===== src/rtl/cfgp_pkg.sv =====
package cfgp_pkg;

    localparam int CFG_DW    = 8;
    localparam int CFG_SLOTS = 1 << CFG_DW;

    localparam logic [CFG_DW-1:0] SLOT_IDENT = 8'hE0;
    localparam logic [CFG_DW-1:0] SLOT_FSEL  = 8'hE2;
    localparam logic [CFG_DW-1:0] SLOT_FDC   = 8'hE3;
    localparam logic [CFG_DW-1:0] SLOT_LPT   = 8'hE6;
    localparam logic [CFG_DW-1:0] SLOT_COM1  = 8'hE7;
    localparam logic [CFG_DW-1:0] SLOT_COM2  = 8'hE8;

    typedef enum logic [2:0] {
        OP_NONE,
        OP_IDX_WR,
        OP_DAT_WR,
        OP_IDX_RD,
        OP_DAT_RD,
        OP_OFF_RD
    } cfg_op_e;

    typedef struct packed {
        cfg_op_e           op;
        logic [CFG_DW-1:0] data;
    } cfg_cmd_t;

    // Protected slots: data writes to these never land.
    function automatic logic slot_locked(input logic [CFG_DW-1:0] s);
        return s inside {[8'h00:8'hDF], 8'hE4, 8'hE5, [8'hE9:8'hED],
                         8'hF3, 8'hF5, 8'hF7, [8'hF9:8'hFB], [8'hFD:8'hFF]};
    endfunction

    // Contents a slot takes on while reset is held.
    function automatic logic [CFG_DW-1:0] slot_init(input logic [CFG_DW-1:0] s);
        logic [CFG_DW-1:0] v;
        case (s)
            SLOT_IDENT: v = 8'h3C;
            SLOT_FSEL:  v = 8'h03;
            SLOT_FDC:   v = 8'hFC;
            SLOT_LPT:   v = 8'hDE;
            SLOT_COM1:  v = 8'hFE;
            SLOT_COM2:  v = 8'hBE;
            default:    v = '0;
        endcase
        return v;
    endfunction

endpackage


===== src/rtl/cfgp_decode.sv =====
module cfgp_decode
    import cfgp_pkg::*;
#(
    parameter int DW = CFG_DW
) (
    input  logic          win_en,
    input  logic          acc_sel,
    input  logic          acc_wr,
    input  logic          acc_rd,
    input  logic [DW-1:0] wr_data,
    output cfg_cmd_t      cmd
);

    always_comb begin
        cmd.data = wr_data;
        cmd.op   = OP_NONE;
        if (!win_en) begin
            if (acc_rd && !acc_wr)
                cmd.op = OP_OFF_RD;
        end else if (acc_wr) begin
            cmd.op = acc_sel ? OP_DAT_WR : OP_IDX_WR;
        end else if (acc_rd) begin
            cmd.op = acc_sel ? OP_DAT_RD : OP_IDX_RD;
        end
    end

endmodule


===== src/rtl/cfgp_index.sv =====
module cfgp_index
    import cfgp_pkg::*;
#(
    parameter int DW = CFG_DW
) (
    input  logic          clk,
    input  logic          rst,
    input  cfg_cmd_t      cmd,
    output logic [DW-1:0] idx_q
);

    always_ff @(posedge clk) begin
        if (rst)
            idx_q <= '0;
        else if (cmd.op == OP_IDX_WR)
            idx_q <= cmd.data;
    end

endmodule


===== src/rtl/cfgp_regfile.sv =====
module cfgp_regfile
    import cfgp_pkg::*;
#(
    parameter int DW    = CFG_DW,
    parameter int SLOTS = CFG_SLOTS
) (
    input  logic               clk,
    input  logic               rst,
    input  cfg_cmd_t           cmd,
    input  logic [DW-1:0]      idx,
    output logic [SLOTS*DW-1:0] slots_flat
);

    logic wr_hit;
    assign wr_hit = (cmd.op == OP_DAT_WR);

    for (genvar g = 0; g < SLOTS; g++) begin : g_slot
        localparam logic [DW-1:0] GI = g[DW-1:0];
        if (!slot_locked(GI)) begin : g_rw
            logic [DW-1:0] q;
            always_ff @(posedge clk) begin
                if (rst)
                    q <= slot_init(GI);
                else if (wr_hit && idx == GI)
                    q <= cmd.data;
            end
            assign slots_flat[g*DW +: DW] = q;
        end else begin : g_ro
            assign slots_flat[g*DW +: DW] = slot_init(GI);
        end
    end

endmodule


===== src/rtl/cfgp_rdport.sv =====
module cfgp_rdport
    import cfgp_pkg::*;
#(
    parameter int DW    = CFG_DW,
    parameter int SLOTS = CFG_SLOTS
) (
    input  logic                clk,
    input  logic                rst,
    input  cfg_op_e             op,
    input  logic [DW-1:0]       idx,
    input  logic [SLOTS*DW-1:0] slots_flat,
    output logic [DW-1:0]       rd_data
);

    logic [DW-1:0] sel_slot;
    assign sel_slot = (idx == '0) ? '0 : slots_flat[idx*DW +: DW];

    always_ff @(posedge clk) begin
        if (rst) begin
            rd_data <= '0;
        end else begin
            case (op)
                OP_IDX_RD: rd_data <= idx;
                OP_DAT_RD: rd_data <= sel_slot;
                OP_OFF_RD: rd_data <= '1;
                default:   rd_data <= rd_data;
            endcase
        end
    end

endmodule


===== src/rtl/cfgp_window_top.sv =====
module cfgp_window_top
    import cfgp_pkg::*;
#(
    parameter int DATA_W = CFG_DW
) (
    input  logic              clk,
    input  logic              rst,
    input  logic              win_en,
    input  logic              acc_sel,
    input  logic              acc_wr,
    input  logic              acc_rd,
    input  logic [DATA_W-1:0] wr_data,
    output logic [DATA_W-1:0] rd_data,
    output logic [DATA_W-1:0] fsel_q,
    output logic [DATA_W-1:0] fdc_base,
    output logic [DATA_W-1:0] lpt_base,
    output logic [DATA_W-1:0] com1_base,
    output logic [DATA_W-1:0] com2_base
);

    localparam int SLOTS = 1 << DATA_W;

    cfg_cmd_t                  cmd;
    logic [DATA_W-1:0]         idx_q;
    logic [SLOTS*DATA_W-1:0]   slots_flat;

    cfgp_decode #(.DW(DATA_W)) u_decode (
        .win_en  (win_en),
        .acc_sel (acc_sel),
        .acc_wr  (acc_wr),
        .acc_rd  (acc_rd),
        .wr_data (wr_data),
        .cmd     (cmd)
    );

    cfgp_index #(.DW(DATA_W)) u_index (
        .clk   (clk),
        .rst   (rst),
        .cmd   (cmd),
        .idx_q (idx_q)
    );

    cfgp_regfile #(.DW(DATA_W), .SLOTS(SLOTS)) u_regs (
        .clk        (clk),
        .rst        (rst),
        .cmd        (cmd),
        .idx        (idx_q),
        .slots_flat (slots_flat)
    );

    cfgp_rdport #(.DW(DATA_W), .SLOTS(SLOTS)) u_rdport (
        .clk        (clk),
        .rst        (rst),
        .op         (cmd.op),
        .idx        (idx_q),
        .slots_flat (slots_flat),
        .rd_data    (rd_data)
    );

    assign fsel_q    = slots_flat[int'(SLOT_FSEL)*DATA_W +: DATA_W];
    assign fdc_base  = slots_flat[int'(SLOT_FDC)*DATA_W  +: DATA_W];
    assign lpt_base  = slots_flat[int'(SLOT_LPT)*DATA_W  +: DATA_W];
    assign com1_base = slots_flat[int'(SLOT_COM1)*DATA_W +: DATA_W];
    assign com2_base = slots_flat[int'(SLOT_COM2)*DATA_W +: DATA_W];

endmodule


===== config.mk =====
export PLATFORM = sky130hd
export DESIGN_NAME = cfgp_window_top
export DESIGN_NICKNAME = d
export VERILOG_FILES = /design/src/rtl/cfgp_pkg.sv /design/src/rtl/cfgp_decode.sv /design/src/rtl/cfgp_index.sv /design/src/rtl/cfgp_regfile.sv /design/src/rtl/cfgp_rdport.sv /design/src/rtl/cfgp_window_top.sv
export SDC_FILE = /design/constraint.sdc
export NUM_CORES = 1
export LEC_CHECK = 0
export ABC_AREA = 1
export BUFFER_PORTS_ARGS = -buffer_cell sky130_fd_sc_hd__buf_2
export CAP_MARGIN = 20
export CORE_MARGIN = 3
export CORE_UTILIZATION = 60
export CTS_CLUSTER_SIZE = 25
export DETAILED_ROUTE_END_ITERATION = 8
export PLACE_DENSITY = 0.78
export SETUP_SLACK_MARGIN = 0.05
export SLEW_MARGIN = 30
export SYNTH_ARGS = -nofsm -noshare
export SYNTH_HDL_FRONTEND = slang
export SYNTH_SLANG_ARGS = --single-unit

===== constraint.sdc =====
create_clock -name clk -period 2.27 [get_ports clk]
set_clock_uncertainty 0.15 [all_clocks]
set_input_delay 0.5675 -clock clk [delete_from_list [all_inputs] [get_ports clk]]
set_output_delay 0.5675 -clock clk [all_outputs]
set_load 0.05 [all_outputs]

-- Word level (Yosys, flattened, before mapping)
Cells that the tools add are included.
- bits in registers: 144
- bits of input ports: 14
- output and inout port bits: 48
- word-level logic and storage cells: 68
- equality and inequality tests: 21
- shift-type cells: 1
- muxes and demuxes: 8
- reductions and logical operators: 20
- operators with widths (cell ; count):
    variable part select 2048 x 12 -> 8 bit ; 1
    equality test 8 bit (second input constant) ; 16
    one-hot mux 8 bit (3 select lines) ; 1
    logical AND 1 bit ; 17
    2-to-1 mux 3 bit ; 5
    zero test 8 bit ; 1
    2-to-1 mux 8 bit ; 1
    equality test 3 x 2 -> 1 bit (second input constant) ; 2
    equality test 3 bit (second input constant) ; 2
    equality test 3 x 1 -> 1 bit (second input constant) ; 1
    nonzero test 3 bit ; 1
    2-to-1 mux 2 bit ; 1
    zero test 1 bit ; 1

-- Logic depth before layout (Yosys ltp)
- word-level depth: 6
- gate-level depth with buffers: 14
- depth with buffers taken out: 13

-- By module
From an unflattened synthesis, not the netlist that was laid out.
- cell total of the unflattened synthesis: 8520
- area, all modules: 44431.4 um2
- modules (own cells, without submodules) (module ; times used ; cells an instance ; area each (um2) ; sequential area each (um2)):
    cfgp_rdport ; 1 ; 5687 ; 23980.5 ; 160.2
    cfgp_regfile ; 1 ; 2758 ; 19979.2 ; 2562.5
    cfgp_index ; 1 ; 53 ; 355.3 ; 160.2
    cfgp_decode ; 1 ; 22 ; 116.4 ; 0.0

-- Worst setup path after synthesis
OpenSTA, ideal clock, no wires.
- kind: input -> register
- from: in acc_sel
- to: reg u_regs.g_slot[241].g_rw.q[5]
- library setup time: 0.066 ns
- data arrival time: 1.687 ns
- required time: 2.054 ns
- setup slack: 0.367 ns
- stages on the path: 10
- buffers on the path: 2
- cells stage by stage: buf_4 -> nand2_4 -> nor2_4 -> inv_4 -> nor3_4 -> inv_2 -> nor3_4 -> buf_6 -> o21ai_1 -> a21oi_2
- longest elaborated chain between the ends: 6
- elaborated cells between the ends (all ways): 7
- those cells by class: eq/ne (1); mux (5); reduce/logical (1)
- RTL lines (item ; line ; text):
    from (decl) ; cfgp_window_top.sv:9 ; input logic acc_sel,
    2-to-1 mux 3 bit ; cfgp_decode.sv:23 ; cmd.op = acc_sel ? OP_DAT_RD : OP_IDX_RD;
    2-to-1 mux 3 bit ; cfgp_decode.sv:22 ; end else if (acc_rd) begin
    2-to-1 mux 3 bit (*) ; cfgp_decode.sv:20 ; end else if (acc_wr) begin
    2-to-1 mux 3 bit (*) ; cfgp_decode.sv:17 ; if (!win_en) begin
    equality test 3 x 2 -> 1 bit (*) ; cfgp_regfile.sv:15 ; assign wr_hit = (cmd.op == OP_DAT_WR);
    logical AND 1 bit (*) ; cfgp_regfile.sv:24 ; else if (wr_hit && idx == GI)
    to (signal assigned) ; cfgp_regfile.sv:23 ; q <= slot_init(GI);
    to (signal assigned) ; cfgp_regfile.sv:25 ; q <= cmd.data;
    to (decl) ; cfgp_regfile.sv:20 ; logic [DW-1:0] q;
Every way passes the cells marked *; elsewhere a longest branch is shown, timed or not.
A chain may end at the register's enable or synchronous reset.

-- Final worst setup path
- from: reg u_index.idx_q[0]
- to: reg u_rdport.rd_data[2]
- longest elaborated chain between the ends: 3
- elaborated cells between the ends (all ways): 4
- those cells by class: shift (1); mux (2); reduce/logical (1)
- RTL lines (item ; line ; text):
    from (decl) ; cfgp_index.sv:9 ; output logic [DW-1:0] idx_q
    from (signal assigned) ; cfgp_index.sv:16 ; idx_q <= cmd.data;
    variable part select 2048 x 12 -> 8 bit / zero test 8 bit (equally long branches) ; cfgp_rdport.sv:16 ; assign sel_slot = (idx == '0) ? '0 : slots_flat[idx*DW +: DW];
    2-to-1 mux 8 bit (*) ; cfgp_rdport.sv:16 ;
    one-hot mux 8 bit (3 select lines) (*) ; cfgp_rdport.sv:22 ; case (op)
    to (signal assigned) ; cfgp_rdport.sv:23 ; OP_IDX_RD: rd_data <= idx;
    to (signal assigned) ; cfgp_rdport.sv:24 ; OP_DAT_RD: rd_data <= sel_slot;
    to (signal assigned) ; cfgp_rdport.sv:26 ; default: rd_data <= rd_data;
    to (decl) ; cfgp_rdport.sv:12 ; output logic [DW-1:0] rd_data
Marks and branches as above.

==> flow_results.org <==
** Status
- The flow ran to the end, and the final reports show no timing, DRC or antenna violations.

** Placed design
- Dpl cell area :: 0.00705 mm^2
- Port bufs :: 61
- Last weighted congestion value of the routability-driven placer :: 0.936
- Placed wire-length estimate :: 13.3 mm

** Global routing
- Gr usage total :: 0.312
- The number of antenna violations at the first check in global routing was 0.
- Vias in the first global route :: 6,173
- The first global-routing pass estimated 31.5 mm of wire.
- Maximum number of pins on one net before global-route repair :: 76
- Congestion Overflow GR :: 0

** Logic synthesis
- The area fraction in compound gates after synthesis is 0.234.
- For this run, the register share of the synthesized area comes to 0.417.
- Most common flop cell mapped by yosys :: sky130_fd_sc_hd__dfxtp_1
- Mux contribution to synthesized area :: 0
- Syn Nets :: 900
- Number of distinct library cells after synthesis :: 35
- Ys Warns :: 0
- In the synthesized netlist the async set-or-reset flop fraction comes to 0.
- Largest family of logic cells by synthesized area :: compound AO/OA/AOI/OAI gates
- In this run the cell area of the synthesized design comes to 0.00691 mm^2.
- The cell count after synthesis came out at 886.
- Counting flops with a built-in enable in the synthesized netlist gives 0.
- Of the total synthesized cell area, the portion taken by AND, OR, NAND and NOR gates is 0.229.
- Of the total synthesized cell area, the portion taken by full adders, half adders and majority gates is 0.
- A synthesized cell averages 7.80 um^2.
- Area share of xor/xnor cells in the synthesized design :: 0
- Counting flops and latches in the post-synthesis netlist gives 144.

** Power and ir drop
- The analysis attributes to cell leakage a power of 3.38 nW.
- Of the total power, registers draw 0.451.
- Relative contribution of combinational cells to total power :: 0.072
- In this run the power density over the cells is 744 mW/mm^2.
- Peak supply drop :: 0.692 mV
- The internal portion of the total power is 4.31 mW.
- Clock group share of total power :: 0.477
- Switching power as a share of total power :: 0.243
- The analysis attributes to net switching a power of 1.38 mW.
- Overall power consumption after layout is estimated at 5.69 mW.

** Final layout
- The finished cells cover 0.00765 mm^2.
- The area growth from synthesis to layout is 10.8%.
- For this run, the post-layout net count is 922.
- Fraction of final layout cells with drive strength greater than 1 :: 0.218
- The repair_antennas step left the layout with diodes totalling 0.

** Min path
- The worst hold path belongs to the class in2reg.

** Run
- The tool flagged a number of max-cap violations equal to 0.

** Routing
- After detailed routing, the number of remaining DRC violations is 0.
- Detailed Routing Iterations Pass 1 :: 5
- Number of routed nets with antenna violations :: 0
- Number of vias per cell after detailed routing :: 6.08
- Via Count :: 6,447
- First-iteration detailed-routing DRC count :: 726
- Routed length per placed instance :: 18.6 um
- Summed over all layers, the routed wires come to 19.7 mm.

** Floorplanning
- From left edge to right edge, the die measures 113 um.
- During I/O placement, the number of pins put on the boundary was 62.
- Floorplan die area :: 0.0128 mm^2
- Cell row count :: 38
- After floorplanning, the core was sized to cover 0.0110 mm^2.
- The floorplan step set the die height to 113 um.
- For this configuration, the core starts out at a cell density of 0.626.

** CTS
- CTS root buf :: sky130_fd_sc_hd__clkbuf_16
- No sink is reached through more buffers than the 2 on the longest clock path.
- Worst skew pair latency :: 0.43 ns
- For this design, the sink count on the clock tree is 144.
- Hold Buf Count CTS :: 0
- In this run, CTS created clock tree buffers numbering 17.
- CTS H-Tree Depth :: 4
- CTS clock-pin slew for the worst setup and hold paths :: 0.06 ns
- TritonCTS built the clock tree.

** Setup path
- The worst setup path is captured at a register.
- STA puts the critical path data required time at 2.48 ns.
- In this run the worst path has a maximum fanout of 9.
- Type of the worst setup path :: reg2reg
- CP arrival :: 2.26 ns
- STA classifies the critical path startpoint as a register.

** Timing
- Based on the critical path, the design can be clocked at up to 487 MHz.
- Setup violations remaining at the end of the flow were counted as 0.
- For the pin with the worst max-slew slack, the measured transition is 0.539 ns.
- The number of pins with negative max-slew slack in the final report was 0.
- Worst-case headroom to the max-slew limit :: 0.640
- Setup repair after global routing missed its margin :: no
- Post-Route Setup TNS :: 0 ns
- In the finished design, the share of the clock period the worst path needs comes to 0.904.
- Final critical delay including setup and external delays :: 2.05 ns
- The final hold violation count is 0.
-- per-layer routing --
| metal | routed length, um | vias up | GRT usage |
|---|---|---|---|
| li1 | - | 3017 | - |
| met1 | 8210 | 3058 | 0.404 |
| met2 | 9400 | 315 | 0.507 |
| met3 | 1560 | 57 | 0.0690 |
| met4 | 557 | 0 | 0.125 |
| met5 | 0 | - | 0 |
-- critical path, stage by stage (launching register included) --
cell and delay (ns):
sky130_fd_sc_hd__dfxtp_2 0.46, sky130_fd_sc_hd__buf_4 0.22, sky130_fd_sc_hd__nand2_4 0.13, sky130_fd_sc_hd__nor2_1 0.13, sky130_fd_sc_hd__a21oi_1 0.07, sky130_fd_sc_hd__o21ai_0 0.25
sky130_fd_sc_hd__inv_1 0.10, sky130_fd_sc_hd__nand3_1 0.16, sky130_fd_sc_hd__nand2_1 0.08, sky130_fd_sc_hd__nand2_1 0.06, sky130_fd_sc_hd__nand2_1 0.06, sky130_fd_sc_hd__a21oi_1 0.12
-- cell usage in the layout, fill, tap and decap left out, types with 8 or more instances in the layout --
cell type / n
sky130_fd_sc_hd__nand2_1: 201
sky130_fd_sc_hd__dfxtp_1: 142
sky130_fd_sc_hd__a21oi_1: 107
sky130_fd_sc_hd__o21ai_0: 95
sky130_fd_sc_hd__buf_2: 61
sky130_fd_sc_hd__nand3_1: 41
sky130_fd_sc_hd__buf_4: 34
sky130_fd_sc_hd__inv_1: 29
sky130_fd_sc_hd__nor2_1: 29
sky130_fd_sc_hd__o211ai_1: 28
sky130_fd_sc_hd__inv_2: 18
sky130_fd_sc_hd__clkbuf_16: 17
sky130_fd_sc_hd__a211oi_1: 12
sky130_fd_sc_hd__nor2_4: 11
sky130_fd_sc_hd__nor3_4: 10
sky130_fd_sc_hd__a22oi_1: 10
sky130_fd_sc_hd__o21ai_1: 9
sky130_fd_sc_hd__o211ai_2: 8
-- registers in the layout, indices dropped and copies added (netlist names) --
signal                count
u_rdport.rd_data          8
u_index.idx_q             8
u_regs.g_slot.g_rw.q    128
-- Yosys cell counts (all sizes together) (14+ instances only) --
library cell | n | area (um^2)
nand2 | 210 | 841
o211ai | 36 | 310
nor2 | 44 | 272
a211oi | 16 | 140
clkbuf | 26 | 97.6
nor3 | 14 | 193
a21oi | 109 | 553
nand3 | 42 | 223
o21ai | 104 | 521
inv | 48 | 183
dfxtp | 144 | 2880
buf | 70 | 538
-- kinds of logic after synthesis --
group | after synthesis
buf+inv | 147
simple gates | 318
flops | 144
compound gates | 277
-- layout make-up --
cell class	count	area [um^2]
sequential	144	2890
inverter	51	194
tap	140	175
timing repair buffer	98	621
fill	940	3380
clock buffer	21	460
multi-input combinational	596	3200
clock inverter	11	114
-- power groups by stage --
| stage | registers (mW) | clock network [mW] | logic [mW] |
|---|---|---|---|
| after floorplan | 2.64 | 0 | 0.238 |
| after global placement | 2.62 | 0 | 0.387 |
| after detailed placement | 2.62 | 0 | 0.395 |
| after CTS | 2.56 | 2.73 | 0.398 |
| after global routing | 2.57 | 2.85 | 0.434 |
| final | 2.57 | 2.71 | 0.410 |
-- metrics by stage --
stage / utilization / hold slack (ns) / cells / worst slack, ns
global placement: 0.639 / 0.302 / 1027 / 0.134
detailed placement: 0.639 / 0.306 / 1027 / 0.0533
CTS: 0.691 / 0.222 / 1059 / 0.159
floorplan: - / 0.275 / 886 / 0.367
finish: 0.694 / 0.231 / 1061 / 0.217
global route: 0.694 / 0.244 / 1061 / 0.0562
-- worst paths after layout --
| kind | startpoint | endpoint | slack [ns] | cells after the start |
|---|---|---|---|---|
| hold / removal | wr_data[4] | u_regs.g_slot[231].g_rw.q[4] | 0.23 | 3 |
| hold reg to reg | u_regs.g_slot[240].g_rw.q[1] | u_regs.g_slot[240].g_rw.q[1] | 0.32 | 2 |
| setup reg to reg | u_index.idx_q[0] | u_rdport.rd_data[2] | 0.22 | 11 |
| setup / recovery | u_index.idx_q[0] | u_rdport.rd_data[2] | 0.22 | 11 |
-- what timing repair did --
item                       in CTS  in global routing
hold endpoints to repair        0                  0
setup endpoints to repair       0                  9
setup buffers                   0                  1
gates resized for setup         0                  2
No activity file was read; power rests on OpenSTA's default activity.
